$ cat config.mk
export PLATFORM = sky130hd
export DESIGN_NAME = evt_timer_core
export DESIGN_NICKNAME = d
export VERILOG_FILES = /design/src/rtl/etc_pkg.sv /design/src/rtl/etc_decode.sv /design/src/rtl/etc_counter.sv /design/src/rtl/etc_status.sv /design/src/rtl/evt_timer_core.sv
export SDC_FILE = /design/constraint.sdc
export NUM_CORES = 1
export LEC_CHECK = 0
export ABC_AREA = 1
export BUFFER_PORTS_ARGS = -buffer_cell sky130_fd_sc_hd__buf_2
export CAP_MARGIN = 20
export CORE_MARGIN = 3
export CORE_UTILIZATION = 40
export CTS_CLUSTER_DIAMETER = 200
export DETAILED_ROUTE_END_ITERATION = 10
export PLACE_DENSITY = 0.68
export SYNTH_ARGS = -nofsm -noshare
export SYNTH_HDL_FRONTEND = slang
export SYNTH_SLANG_ARGS = --single-unit
$ cat constraint.sdc
create_clock -name clk -period 2.5 [get_ports clk]
set_input_delay 0.5 -clock clk [delete_from_list [all_inputs] [get_ports clk]]
set_output_delay 0.5 -clock clk [all_outputs]
set_load 0.05 [all_outputs]
$ cat src/rtl/etc_pkg.sv
package etc_pkg;

  localparam logic [9:0] A_CAP_LO = 10'h000;
  localparam logic [9:0] A_CAP_HI = 10'h004;
  localparam logic [9:0] A_CFG    = 10'h010;
  localparam logic [9:0] A_STAT   = 10'h020;
  localparam logic [9:0] A_CNT_LO = 10'h0F0;
  localparam logic [9:0] A_CNT_HI = 10'h0F4;
  localparam logic [9:0] A_CH_BASE = 10'h100;

  localparam logic [1:0] CFG_WMASK = 2'b11;

  typedef enum logic [2:0] {
    SEL_NONE, SEL_CAP_LO, SEL_CAP_HI, SEL_CFG,
    SEL_STAT, SEL_CNT_LO, SEL_CNT_HI, SEL_CHAN
  } reg_sel_e;

  // next counter value: write of a half wins over a tick
  function automatic logic [63:0] cnt_next(input logic [63:0] cur,
                                           input logic wr_lo, input logic wr_hi,
                                           input logic [31:0] wd, input logic step);
    if (wr_lo)      return {cur[63:32], wd};
    else if (wr_hi) return {wd, cur[31:0]};
    else if (step)  return cur + 64'd1;
    else            return cur;
  endfunction

  // bits actually cleared by a write-one-to-clear
  function automatic logic [31:0] w1c_hits(input logic [31:0] cur, input logic [31:0] wd);
    return cur & wd;
  endfunction

endpackage

$ cat src/rtl/etc_decode.sv
module etc_decode
  import etc_pkg::*;
#(
  parameter int NCH = 3
) (
  input  logic             bus_sel,
  input  logic [9:0]       bus_addr,
  output reg_sel_e         sel,
  output logic [4:0]       idx,
  output logic [4:0]       off
);
  logic [9:0] rel;

  always_comb begin
    rel = bus_addr - A_CH_BASE;
    idx = rel[9:5];
    off = rel[4:0];
    sel = SEL_NONE;
    if (bus_sel) begin
      if (bus_addr >= A_CH_BASE) begin
        if (int'(idx) < NCH) sel = SEL_CHAN;
      end else begin
        case (bus_addr)
          A_CAP_LO: sel = SEL_CAP_LO;
          A_CAP_HI: sel = SEL_CAP_HI;
          A_CFG:    sel = SEL_CFG;
          A_STAT:   sel = SEL_STAT;
          A_CNT_LO: sel = SEL_CNT_LO;
          A_CNT_HI: sel = SEL_CNT_HI;
          default:  sel = SEL_NONE;
        endcase
      end
    end
  end
endmodule

$ cat src/rtl/etc_counter.sv
module etc_counter
  import etc_pkg::*;
(
  input  logic        clk,
  input  logic        rst_n,
  input  logic        run,
  input  logic        tick_en,
  input  logic        wr_lo,
  input  logic        wr_hi,
  input  logic [31:0] wdata,
  output logic [63:0] value
);
  always_ff @(posedge clk) begin
    if (!rst_n) value <= '0;
    else        value <= cnt_next(value, wr_lo, wr_hi, wdata, run && tick_en);
  end
endmodule

$ cat src/rtl/etc_status.sv
module etc_status
  import etc_pkg::*;
#(
  parameter int NCH = 3
) (
  input  logic           clk,
  input  logic           rst_n,
  input  logic           en,
  input  logic           flush,
  input  logic [NCH-1:0] evt,
  input  logic           wr,
  input  logic [31:0]    wdata,
  output logic [NCH-1:0] status,
  output logic [NCH-1:0] clr_pulse
);
  logic [31:0]    hits_w;
  logic [NCH-1:0] hits;

  always_comb begin
    hits_w = w1c_hits(32'(status), wdata);
    hits   = wr ? hits_w[NCH-1:0] : '0;
  end

  always_ff @(posedge clk) begin
    if (!rst_n) begin
      status    <= '0;
      clr_pulse <= '0;
    end else begin
      clr_pulse <= hits;
      if (flush) status <= '0;
      else       status <= (status & ~hits) | (en ? evt : '0);
    end
  end
endmodule

$ cat src/rtl/evt_timer_core.sv
module evt_timer_core
  import etc_pkg::*;
#(
  parameter int          NCH       = 3,
  parameter logic [31:0] PERIOD_FS = 32'd8_000_000,
  parameter logic [15:0] VENDOR    = 16'h5A17,
  parameter logic [7:0]  REV       = 8'h01
) (
  input  logic           clk,
  input  logic           rst_n,
  input  logic           tick_en,
  input  logic           bus_sel,
  input  logic           bus_wr,
  input  logic [9:0]     bus_addr,
  input  logic [31:0]    bus_wdata,
  output logic [31:0]    bus_rdata,
  output logic           ch_req,
  output logic           ch_wr,
  output logic [4:0]     ch_idx,
  output logic [4:0]     ch_off,
  output logic [31:0]    ch_wdata,
  input  logic [31:0]    ch_rdata,
  input  logic [NCH-1:0] ch_evt,
  output logic [NCH-1:0] status_clr,
  output logic           arm_all,
  output logic           disarm_all,
  output logic           glb_en,
  output logic           legacy_en,
  output logic [63:0]    count,
  output logic           cnt_wr_live
);
  localparam logic [4:0]  NCH_M1 = 5'(NCH - 1);
  localparam logic [31:0] CAP_LO = {VENDOR, 1'b1, 1'b0, 1'b1, NCH_M1, REV};

  reg_sel_e       sel;
  logic [1:0]     cfg_q;
  logic [1:0]     cfg_d;
  logic [NCH-1:0] status_q;
  logic           cfg_wr, stat_wr, cnt_wr_lo, cnt_wr_hi, cnt_wr_any;
  logic           en_rise, en_fall;

  etc_decode #(.NCH(NCH)) u_dec (
    .bus_sel(bus_sel), .bus_addr(bus_addr), .sel(sel), .idx(ch_idx), .off(ch_off)
  );

  assign cfg_wr     = bus_wr && (sel == SEL_CFG);
  assign stat_wr    = bus_wr && (sel == SEL_STAT);
  assign cnt_wr_lo  = bus_wr && (sel == SEL_CNT_LO);
  assign cnt_wr_hi  = bus_wr && (sel == SEL_CNT_HI);
  assign cnt_wr_any = cnt_wr_lo || cnt_wr_hi;
  assign ch_req     = (sel == SEL_CHAN);
  assign ch_wr      = ch_req && bus_wr;
  assign ch_wdata   = bus_wdata;

  assign cfg_d   = (bus_wdata[1:0] & CFG_WMASK) | (cfg_q & ~CFG_WMASK);
  assign en_rise = cfg_wr && cfg_d[0] && !cfg_q[0];
  assign en_fall = cfg_wr && !cfg_d[0] && cfg_q[0];
  assign glb_en    = cfg_q[0];
  assign legacy_en = cfg_q[1];

  always_ff @(posedge clk) begin
    if (!rst_n) begin
      cfg_q       <= '0;
      arm_all     <= 1'b0;
      disarm_all  <= 1'b0;
      cnt_wr_live <= 1'b0;
    end else begin
      if (cfg_wr) cfg_q <= cfg_d;
      arm_all     <= en_rise;
      disarm_all  <= en_fall;
      cnt_wr_live <= cnt_wr_any && cfg_q[0];
    end
  end

  etc_counter u_cnt (
    .clk(clk), .rst_n(rst_n), .run(cfg_q[0]), .tick_en(tick_en),
    .wr_lo(cnt_wr_lo), .wr_hi(cnt_wr_hi), .wdata(bus_wdata), .value(count)
  );

  etc_status #(.NCH(NCH)) u_stat (
    .clk(clk), .rst_n(rst_n), .en(cfg_q[0]), .flush(en_fall), .evt(ch_evt),
    .wr(stat_wr), .wdata(bus_wdata), .status(status_q), .clr_pulse(status_clr)
  );

  always_comb begin
    case (sel)
      SEL_CAP_LO: bus_rdata = CAP_LO;
      SEL_CAP_HI: bus_rdata = PERIOD_FS;
      SEL_CFG:    bus_rdata = {30'd0, cfg_q};
      SEL_STAT:   bus_rdata = 32'(status_q);
      SEL_CNT_LO: bus_rdata = count[31:0];
      SEL_CNT_HI: bus_rdata = count[63:32];
      SEL_CHAN:   bus_rdata = ch_rdata;
      default:    bus_rdata = '0;
    endcase
  end
endmodule

== Yosys cells after proc, flatten, opt, wreduce, memory -nomap -nowiden ==
Cells that the tools add are included.
Word-level totals
  register bits: 75
  latch bits: 0
  RAM bits: 0
  ROM bits: 0
  output and inout port bits: 148
  memories kept: 0
Operators by class
  add/subtract/negate cells: 2
  multiply operators: 0
  divide/modulo/power cells: 0
  magnitude comparators: 2
  eq/ne operators: 13
  shifts and indexed selects: 0
  mux-type cells: 10
  bitwise gates (word level): 6
  reduce and logical (&&, ||, !) cells: 20
Operators by type and width (number)
  case mux 32 bit (7 select lines): 1
  2-to-1 mux 64 bit: 2
  adder 64 x 1 -> 64 bit, second input constant: 1
  2-to-1 mux 32 bit: 1
  equality test 10 x 8 -> 1 bit, second input constant: 2
  case mux 3 bit (6 select lines): 1
  2-to-1 mux 3 bit: 5
  equality test 3 bit, second input constant: 4
  logical AND 1 bit: 11
  equality test 10 x 3 -> 1 bit, second input constant: 1
  equality test 10 x 5 -> 1 bit, second input constant: 1
  equality test 10 x 6 -> 1 bit, second input constant: 1
  >= comparator 10 x 9 -> 1 bit, second input constant: 1
  zero test 10 bit: 1
  subtractor 10 x 9 -> 10 bit, second input constant: 1
  AND 3 bit: 2
  equality test 3 x 2 -> 1 bit, second input constant: 2
  < comparator 5 x 2 -> 1 bit, second input constant: 1
  AND reduction 2 bit: 2
  nonzero test 2 bit: 2
  equality test 3 x 1 -> 1 bit, second input constant: 1
  inverter 3 bit: 1
  OR 3 bit: 1
  zero test 1 bit: 2
  4 further kinds: 5

== Depth between registers and ports, before layout ==
Gate-level depths: netlist of the first run.
  depth after elaboration: 11
  gate-level depth with buffers: 17
  depth with buffers taken out: 16

== By module ==
From an unflattened synthesis of the first run, not the netlist that was laid out.
Second synthesis, totals
  cell total of the unflattened synthesis: 1201
  area, all modules: 6834.1 um^2
By module, submodules not included
  etc_counter: instances 1, cells each 879, area each 4983.5 um^2, sequential area each 1281.2 um^2
  evt_timer_core: instances 1, cells each 247, area each 1355.0 um^2, sequential area each 100.1 um^2
  etc_decode: instances 1, cells each 49, area each 282.8 um^2, sequential area each 0.0 um^2
  etc_status: instances 1, cells each 26, area each 212.7 um^2, sequential area each 120.1 um^2

== Least setup slack after synthesis of the first run ==
No wires, ideal clock.
  kind: input to output
  start point: input port bus_addr[8]
  end point: output port bus_rdata[18]
  arrival time: 3120 ps
  path slack: -1120 ps
  stages on the path: 11
  buffers on the path: 1
  path through: inv_1 ha_1 nand3_1 nor2_2 nand2_2 nand2_2 nor2_2 nand2_4 nand4_2 clkbuf_1 o21ai_0
On the way
  cells in the longest elaborated chain, start to end: 7
  elaborated cells between the ends (all ways): 21
  those cells by class: add/sub: 1; order compare: 2; eq/ne: 12; mux: 5; reduce/logical: 1
Ends and longest elaborated chain
  from (decl): RTL line evt_timer_core.sv:14  | input logic [9:0] bus_addr,
  subtractor 10 x 9 -> 10 bit: RTL line etc_decode.sv:15  | rel = bus_addr - A_CH_BASE;
  < comparator 5 x 2 -> 1 bit: RTL line etc_decode.sv:21  | if (int'(idx) < NCH) sel = SEL_CHAN;
  2-to-1 mux 3 bit: RTL line etc_decode.sv:21
  2-to-1 mux 3 bit *: RTL line etc_decode.sv:20  | if (bus_addr >= A_CH_BASE) begin
  2-to-1 mux 3 bit *: RTL line etc_decode.sv:19  | if (bus_sel) begin
  equality test 3 bit, or another cell as far along: RTL line evt_timer_core.sv:86  | case (sel)
  case mux 32 bit (7 select lines) *: RTL line evt_timer_core.sv:86
  to (decl): RTL line evt_timer_core.sv:16  | output logic [31:0] bus_rdata,
Every way passes the cells marked *; elsewhere a longest branch is shown, timed or not.

== Worst setup path in the final report of the first run ==
  start point: input port bus_addr[8]
  end point: output port bus_rdata[4]
The elaborated chain is that of the path after synthesis.

==> impl_metrics.ini, run 1 <==
[run_status]
status = finished with violations
violations = setup timing

[routing]
dr.first_iter.drc_count = 918
drt-pass1-iter-count = 7
drc_errors = 0
wire_per_inst_um = 20.37
drt-total-wl_um = 35230
ant_nets = 0
vias = 9106
viasPerCell = 5.264

[critical_path]
cp.arrival_ps = 2320
slowest_stage = ha_4
worstSetupEndpointType = output pin
critical-path-max-stage-delay_ps = 200
critPathTopFamily = simple AND/OR/NAND/NOR gates
start_kind = input pin
regToRegStartpoint = u_cnt.value[1]$_SDFFE_PN0P_
worst-path-buf-inv = 5
rrSetupSlack_ps = 180
reg2reg_depth = 14
cp_cell_sequence = buf_8, clkinvlp_4, ha_4, nand3_4, nor2_4, nand2_2, nand2_4, nor2_4, nand2_4, nor2_4, buf_6, nand2_4, buf_8, o221ai_4, buf_6
critPathMaxFanout = 5
r2r_end = u_cnt.value[54]$_SDFFE_PN0P_
required_ps = 2000
worstSetupPathType = in2out

[timing]
relSlewSlack = 0.5239
slew_viol_final = 0
hold_violations = 0
postLayoutSetupSlackWorst_ps = -324.2
finalCriticalPeriod_ps = 2824
holdWs_ps = 402.2
rsz0062_at_grt = yes
tightest_slew_ps = 714.1
setup_viol = 33
fin_crit_sh = 1.130
finalClockSkew_ps = 11.90
max_freq_ghz = 0.3541

[synthesis]
yosysWarnings = 0
synth-async-reset-ratio = 0
synthAdderAreaFrac = 0.007277
postSynthAreaPerCell_um2 = 5.642
netlist_area_um2 = 6878
synth_ff_type = dfxtp_1
syn_inst = 1219
synth_top_family_by_area = simple AND/OR/NAND/NOR gates
synth_xor_area_frac = 0.05985
syn-num-nets = 1305
synth.distinct_cells = 39
ys_ff_latch = 75
synth_edf_count = 0
synth_seq_area_share = 0.2183
synth-compound-area-share = 0.09532
synthMuxAreaShare = 0
yosys.area_share.simple = 0.4706

[layout]
syn_to_final_growth_pct = 43.88
fin_nets = 1591
design_area_um2 = 9896
register_area_um2 = 1501
final_common_cell = nand2_1
nFillCells = 1682
most-common-layout-cells = nand2_1 (398), nor2_1 (222), buf_2 (194)
antenna_cells = 0
layout-drive-gt1-share = 0.3033
multi_input_area_um2 = 4773
fin_cells = 1730

[flow_run]
drv_cap = 0

[power_and_ir_drop]
power_frac_seq = 0.368
ir_worst_vdd_v = 0.0003721
leakagePower_nw = 4.463
power.internal_mw = 2.306
clkPwrFrac = 0.456
power_mw = 3.304
power.density_nw_per_um2 = 333.9
p_switching_uw = 998.0
switching_share = 0.3020
combPwrFrac = 0.176

[worst_hold_path]
min-delay-start = ch_evt[2]
hold_depth = 3
min_to = u_stat.status[2]$_SDFF_PP0_
hp-class = in2reg

[die]
die_h_um = 137.1
start_util = 0.4118
core_um2 = 16700
fp.dieW_um = 137.1
num_io_pins = 230
rows = 47
die_area_um2 = 18800

[clocking]
htree_levels = 3
clock_path_buffers = 2
cts_made_buffers = 9
clk_pin_slew_ps = 60
clkSinkCount = 75
clockRootBuffer = clkbuf_16
cts_tree = built
clk_latency_ps = 360

[global_route]
grt-ovfl-total = 0
grt_pass1_vias = 8220
track_usage = 0.3611
grt_max_degree = 57
antenna_found_initial = 0
grt_first_pass_wirelength_um = 49980

[place]
placed_area_um2 = 8992
post-place-ws_ps = -453.3
gp_congestion = 1.042
dp.cells = 1706
place_hpwl_um = 28350
portBuffers = 229
## layout make-up
type | count | share of cell area
Sequential cell | 75 | 0.1517
Clock buffer | 12 | 0.02592
Inverter | 127 | 0.04982
Multi-Input combinational cell | 940 | 0.4824
Tap cell | 220 | 0.02782
Timing Repair Buffer | 352 | 0.2550
Clock inverter | 4 | 0.007333
## routing by layer
layer	routed length, µm	track usage	vias to the layer above
met2	15620	0.5569	478
met5	0	0	-
met4	1012	0.1075	0
li1	-	-	4370
met3	3193	0.05846	63
met1	15410	0.5161	4195
## tightest hold or removal path, cell delays in order
cell,delay [ps]
buf_2,90
nand2_1,50
a21oi_1,60
## state kept, by name, indices dropped and copies added, names as in the netlist
signal	count
u_cnt.value	64
u_stat.clr_pulse	3
u_stat.status	3
cfg_q	2
arm_all	1
cnt_wr_live	1
disarm_all	1
## timing repair
action                                  4_1_cts  5_1_grt
endpoints found under the setup margin       34       64
pin swaps                                    11        4
buffers inserted                              3        3
hold buffers                                  0        0
resized for setup                           107       30
gates cloned                                  0        2
## power by group through the flow
stage                     Clock (mW)  Sequential (mW)  Combinational (mW)
after global placement             0             1.24               0.540
after detailed placement           0             1.24               0.541
after CTS                       1.52             1.22               0.563
after global routing            1.56             1.22               0.612
after floorplan                    0             1.27               0.335
final                           1.51             1.22               0.581
## worst max-delay path by stage
stage / to / cells past startpoint / slack (ps) / from
3_5_place_dp: bus_rdata[21] / 13 / -450 / bus_addr[9]
6_report: bus_rdata[4] / 15 / -320 / bus_addr[8]
2_1_floorplan: bus_rdata[11] / 10 / -580 / bus_addr[8]
3_3_place_gp: bus_rdata[22] / 13 / -430 / bus_addr[9]
4_1_cts: bus_rdata[29] / 15 / -270 / bus_addr[8]
5_1_grt: bus_rdata[4] / 15 / -400 / bus_addr[8]
## synth_stat cells (11+ instances only)
master   instances  area [µm²]
inv_1          122       457.9
nand4_1         18       112.6
xor2_1          44       385.4
buf_2           11       55.05
nand3_1         60       300.3
nand2_1        407        1528
o21ai_0         36       180.2
dfxtp_1         75        1501
a21oi_1         37       185.2
buf_4           50       375.4
nor3_1          29       145.1
nor2_1         226       848.3
## per-stage QoR
step	utilization	setup TNS, ps
final	0.5925	-8476
after global routing	0.5925	-11930
after CTS	0.5797	-7125
after detailed placement	0.5384	-25850
after global placement	0.5384	-23580
after floorplan	-	-13880
## kinds of logic after synthesis
kind of cell | count (synthesis)
fa+ha+maj | 4
simple gates | 777
buf+inv | 204
flops | 75
xor+xnor | 47
compound gates | 112
(Power assumes the default switching activity.)
==> inputs of run 2 (changes only) <==
- PLACE_DENSITY: 0.68 -> 0.66
- clock period: 2.5 -> 2.9 ns (I/O delays scaled with it)
==> impl_metrics.ini, run 2 (synthesis gave the netlist of run 1 again) <==
[layout]
reg_top3 = u_cnt.value x64, u_stat.clr_pulse x3, u_stat.status x3
design_area_um2 = 9668
syn_to_final_growth_pct = 40.57
most-common-layout-cells = nand2_1 (388), nor2_1 (221), buf_2 (195)
final_common_cell = nand2_1
register_area_um2 = 1501
multi_input_area_um2 = 4833
layout-drive-gt1-share = 0.2960
fin_nets = 1554
fin_cells = 1693
utilization = 0.5789
nFillCells = 1723
antenna_cells = 0
regMostFlops = u_cnt.value
largest_register_ffs = 64

[routing]
drt-pass1-iter-count = 5
viasPerCell = 5.348
vias = 9055
drc_errors = 0
wire_per_inst_um = 20.23
dr.first_iter.drc_count = 944
drt-total-wl_um = 34250
ant_nets = 0

[clocking]
clkSinkCount = 75
htree_levels = 3
clockRootBuffer = clkbuf_16
clk_latency_ps = 350
clock_path_buffers = 2
cts_made_buffers = 9
cts_tree = built
clk_pin_slew_ps = 70

[timing]
tightest_slew_ps = 682.5
relSlewSlack = 0.5422
finalCriticalPeriod_ps = 3042
postLayoutSetupSlackWorst_ps = -142.4
fin_crit_sh = 1.049
max_freq_ghz = 0.3287
rsz0062_at_grt = yes
hold_violations = 0
tns_ps = -2056
setup_viol = 32
slew_viol_final = 0
finalClockSkew_ps = 10.65

[place]
place_hpwl_um = 26760
gp_congestion = 1.019
dp.cells = 1662
placed_area_um2 = 8693
portBuffers = 229

[worst_hold_path]
hp-class = reg2reg

[die]
num_io_pins = 230
core_um2 = 16700
fp.dieW_um = 137.1
die_area_um2 = 18800
die_h_um = 137.1
start_util = 0.4118
rows = 47

[run_status]
status = finished with violations
violations = setup timing

[global_route]
grt_max_degree = 57
antenna_found_initial = 0
grt_first_pass_wirelength_um = 48490
grt_pass1_vias = 8004
grt-ovfl-total = 0
track_usage = 0.3475

[critical_path]
cp.arrival_ps = 2460
required_ps = 2320
worstSetupEndpointType = output pin
critPathMaxFanout = 6
start_kind = input pin
worstSetupPathType = in2out

[flow_run]
drv_cap = 0

[power_and_ir_drop]
ir_worst_vdd_v = 0.0002726
power.density_nw_per_um2 = 284.1
leakagePower_nw = 4.311
## run 2: cell count changes in the layout (fill, tap and decap cells not counted), sizes merged
cell,delta
buf,-37
clkinvlp,+2
bufinv,-1
clkbuf,-1
clkinv,-1
inv,+1
## run 2: through the flow
step                      setup WS, ps  power [mW]  hold WS [ps]
after floorplan                 -343.7       1.384         439.3
after global placement          -205.5       1.536         449.2
after detailed placement        -282.2       1.538         454.9
after CTS                       -63.61       2.728         464.7
after global routing            -218.2       2.823         487.1
final                           -142.4       2.746         465.2
## run 2: layout make-up
class                      instances  share of cell area
clock inverter                     5            0.006471
sequential                        75              0.1553
multi-input combinational        940              0.4999
clock buffer                      11             0.02407
inverter                         127             0.05060
tap                              220             0.02847
timing repair buffer             315              0.2351
## run 2: where the power goes
| part | total [mW] | leakage (nW) | internal [mW] | switching, mW |
|---|---|---|---|---|
| Sequential | 1.05 | 0.604 | 1.04 | 0.0129 |
| Combinational | 0.509 | 3.57 | 0.155 | 0.354 |
| Clock | 1.19 | 0.136 | 0.673 | 0.514 |
| Total | 2.75 | 4.31 | 1.87 | 0.881 |
## run 2: repair_timing
action                                  CTS  global route
resized for setup                       102            48
endpoints found under the setup margin   33            33
buffers inserted                          7             6
pin swaps                                14             4
hold buffers                              0             0
cloned                                    1             2
## run 2: metal layers
layer | track usage | vias up | wire length [µm]
met3 | 0.08125 | 63 | 3700
met4 | 0.09091 | 0 | 999
met5 | 0 | - | 0
met1 | 0.4917 | 4175 | 14470
met2 | 0.5294 | 532 | 15080
li1 | - | 4285 | -
## run 2: worst paths after layout
kind | startpoint | to | slack (ps) | depth (start not counted)
max | bus_addr[8] | bus_rdata[8] | -140 | 16
min | u_stat.status[1]$_SDFF_PP0_ | u_stat.status[1]$_SDFF_PP0_ | 470 | 2
max reg2reg | u_cnt.value[1]$_SDFFE_PN0P_ | u_cnt.value[54]$_SDFFE_PN0P_ | 340 | 13
min reg2reg | u_stat.status[1]$_SDFF_PP0_ | u_stat.status[1]$_SDFF_PP0_ | 470 | 2
## run 2: critical path, stage by stage
cell and delay [ps]:
buf_8 100, clkinvlp_4 90, ha_4 160, nand3_4 70, nor2_4 140, nand2_4 100
nand2_4 80, nor2_4 50, nor2_4 130, nand2_4 80, nor2_4 180, buf_12 150
clkbuf_16 160, nand2_1 50, o211ai_1 100, buf_4 240
==> inputs of run 3 (changes only) <==
- TNS_END_PERCENT: default -> 5
==> impl_metrics.ini, run 3 (synthesis gave the netlist of run 1 again) <==
[run_status]
status = finished with violations
violations = setup timing

[global_route]
grt_first_pass_wirelength_um = 49650
grt-ovfl-total = 0
track_usage = 0.3598
grt_max_degree = 57
grt_pass1_vias = 8062
antenna_found_initial = 0

[layout]
most-common-layout-cells = nand2_1 (401), nor2_1 (221), buf_2 (194)
fin_nets = 1544
nFillCells = 1771
final_common_cell = nand2_1
utilization = 0.5547
fin_cells = 1683
largest_register_ffs = 64
layout-drive-gt1-share = 0.2789
design_area_um2 = 9264
reg_top3 = u_cnt.value x64, u_stat.clr_pulse x3, u_stat.status x3
syn_to_final_growth_pct = 34.69
antenna_cells = 0
regMostFlops = u_cnt.value

[power_and_ir_drop]
power.internal_mw = 1.955
p_switching_uw = 865.2
ir_worst_vdd_v = 0.0002707
power.density_nw_per_um2 = 304.4
combPwrFrac = 0.170
clkPwrFrac = 0.457
power_frac_seq = 0.372
leakagePower_nw = 4.145
switching_share = 0.3068

[timing]
postLayoutSetupSlackWorst_ps = -126.6
fin_crit_sh = 1.044
slew_viol_final = 0
relSlewSlack = 0.5535
finalClockSkew_ps = 6.322
hold_violations = 0
setup_viol = 31
tightest_slew_ps = 669.7
finalCriticalPeriod_ps = 3027
max_freq_ghz = 0.3304
rsz0062_at_grt = yes

[die]
die_area_um2 = 18800
die_h_um = 137.1
start_util = 0.4118
num_io_pins = 230
core_um2 = 16700
rows = 47
fp.dieW_um = 137.1

[critical_path]
worst-path-buf-inv = 5
rrSetupSlack_ps = 480
reg2reg_depth = 10
slowest_stage = buf_4
cp_cell_sequence = buf_4, clkinvlp_4, ha_4, nand3_2, nor2_4, nand2_2, nand2_4, nor2_4, nand2_4, buf_6, nand2_4, nor2_4, buf_12, a22oi_2, o211ai_1, buf_4
critPathTopFamily = buffers and inverters
required_ps = 2320
critPathMaxFanout = 10
regToRegStartpoint = u_cnt.value[0]$_SDFFE_PN0P_
worstSetupEndpointType = output pin
cp.arrival_ps = 2450
worstSetupPathType = in2out
path_depth = 16
start_kind = input pin
r2r_end = u_cnt.value[63]$_SDFFE_PN0P_
critical-path-max-stage-delay_ps = 260

[clocking]
clockRootBuffer = clkbuf_16
htree_levels = 3
clk_latency_ps = 360
clk_pin_slew_ps = 60
cts_tree = built
clkSinkCount = 75
cts_made_buffers = 9
clock_path_buffers = 2

[routing]
drc_errors = 0
drt-pass1-iter-count = 5
dr.first_iter.drc_count = 833
vias = 8846
ant_nets = 0
wire_per_inst_um = 20.33
viasPerCell = 5.256
drt-total-wl_um = 34210

[place]
portBuffers = 229
dp.cells = 1665
placed_area_um2 = 8542
place_hpwl_um = 27510
gp_congestion = 1.029

[worst_hold_path]
hp-class = reg2reg
min_to = u_stat.status[1]$_SDFF_PP0_
hold_depth = 2
min-delay-start = u_stat.status[1]$_SDFF_PP0_

[flow_run]
drv_cap = 0
run 3: area by class of cell:
type,count,area [µm²],area share
clock buffers,10,239.0,0.02580
clock inverters,6,88.84,0.009589
inverters,127,483.0,0.05213
multi-input cells,940,4658,0.5028
flip-flops and latches,75,1501,0.1621
well taps,220,275.3,0.02971
repair buffers,305,2018,0.2179
run 3: worst register-to-register path: cells and delay by family, from the launching register on:
kind                   cells  cell delay [ps]
AND/OR/NAND/NOR            6             1220
buffers and inverters      2              390
flip-flops                 1              370
XOR/XNOR                   1              210
AO/OA/AOI/OAI              1              160
run 3: worst max-delay path by stage:
stage,from,slack [ps],endpoint
after CTS,bus_addr[8],-60,bus_rdata[9]
after global routing,bus_addr[8],-240,bus_rdata[8]
after detailed placement,bus_addr[9],-230,bus_rdata[9]
after floorplan,bus_addr[8],-350,bus_rdata[22]
final,bus_addr[8],-130,bus_rdata[9]
after global placement,bus_addr[9],-180,bus_rdata[9]
run 3: stage by stage:
step	total power [mW]	hold WS (ps)	worst slack [ps]	setup TNS [ps]
6_report	2.820	462.1	-126.6	-2018
5_1_grt	2.889	477.7	-243.0	-5875
4_1_cts	2.818	462.9	-62.15	-616.1
3_5_place_dp	1.525	453.0	-232.6	-6157
3_3_place_gp	1.522	449.1	-183.9	-4464
2_1_floorplan	1.379	439.3	-345.9	-9373
run 3: power by group through the flow:
stage | clock [mW] | sequential, mW | combinational, mW
floorplan | 0 | 1.09 | 0.285
global placement | 0 | 1.07 | 0.449
detailed placement | 0 | 1.07 | 0.452
CTS | 1.30 | 1.05 | 0.469
global route | 1.33 | 1.05 | 0.507
finish | 1.29 | 1.05 | 0.480
run 3: metal layers:
| layer | vias up | global-route usage | routed length (µm) |
|---|---|---|---|
| li1 | 4277 | - | - |
| met1 | 4088 | 0.5025 | 15290 |
| met2 | 426 | 0.5504 | 14970 |
| met3 | 55 | 0.07868 | 2893 |
| met4 | 0 | 0.1147 | 1058 |
| met5 | - | 0 | 0 |
run 3: repair_timing:
action                     CTS  global route
buffers inserted             2             0
gates resized for setup     89            26
setup endpoints to repair   33            34
hold buffers                 0             0
pin swaps                   13             2
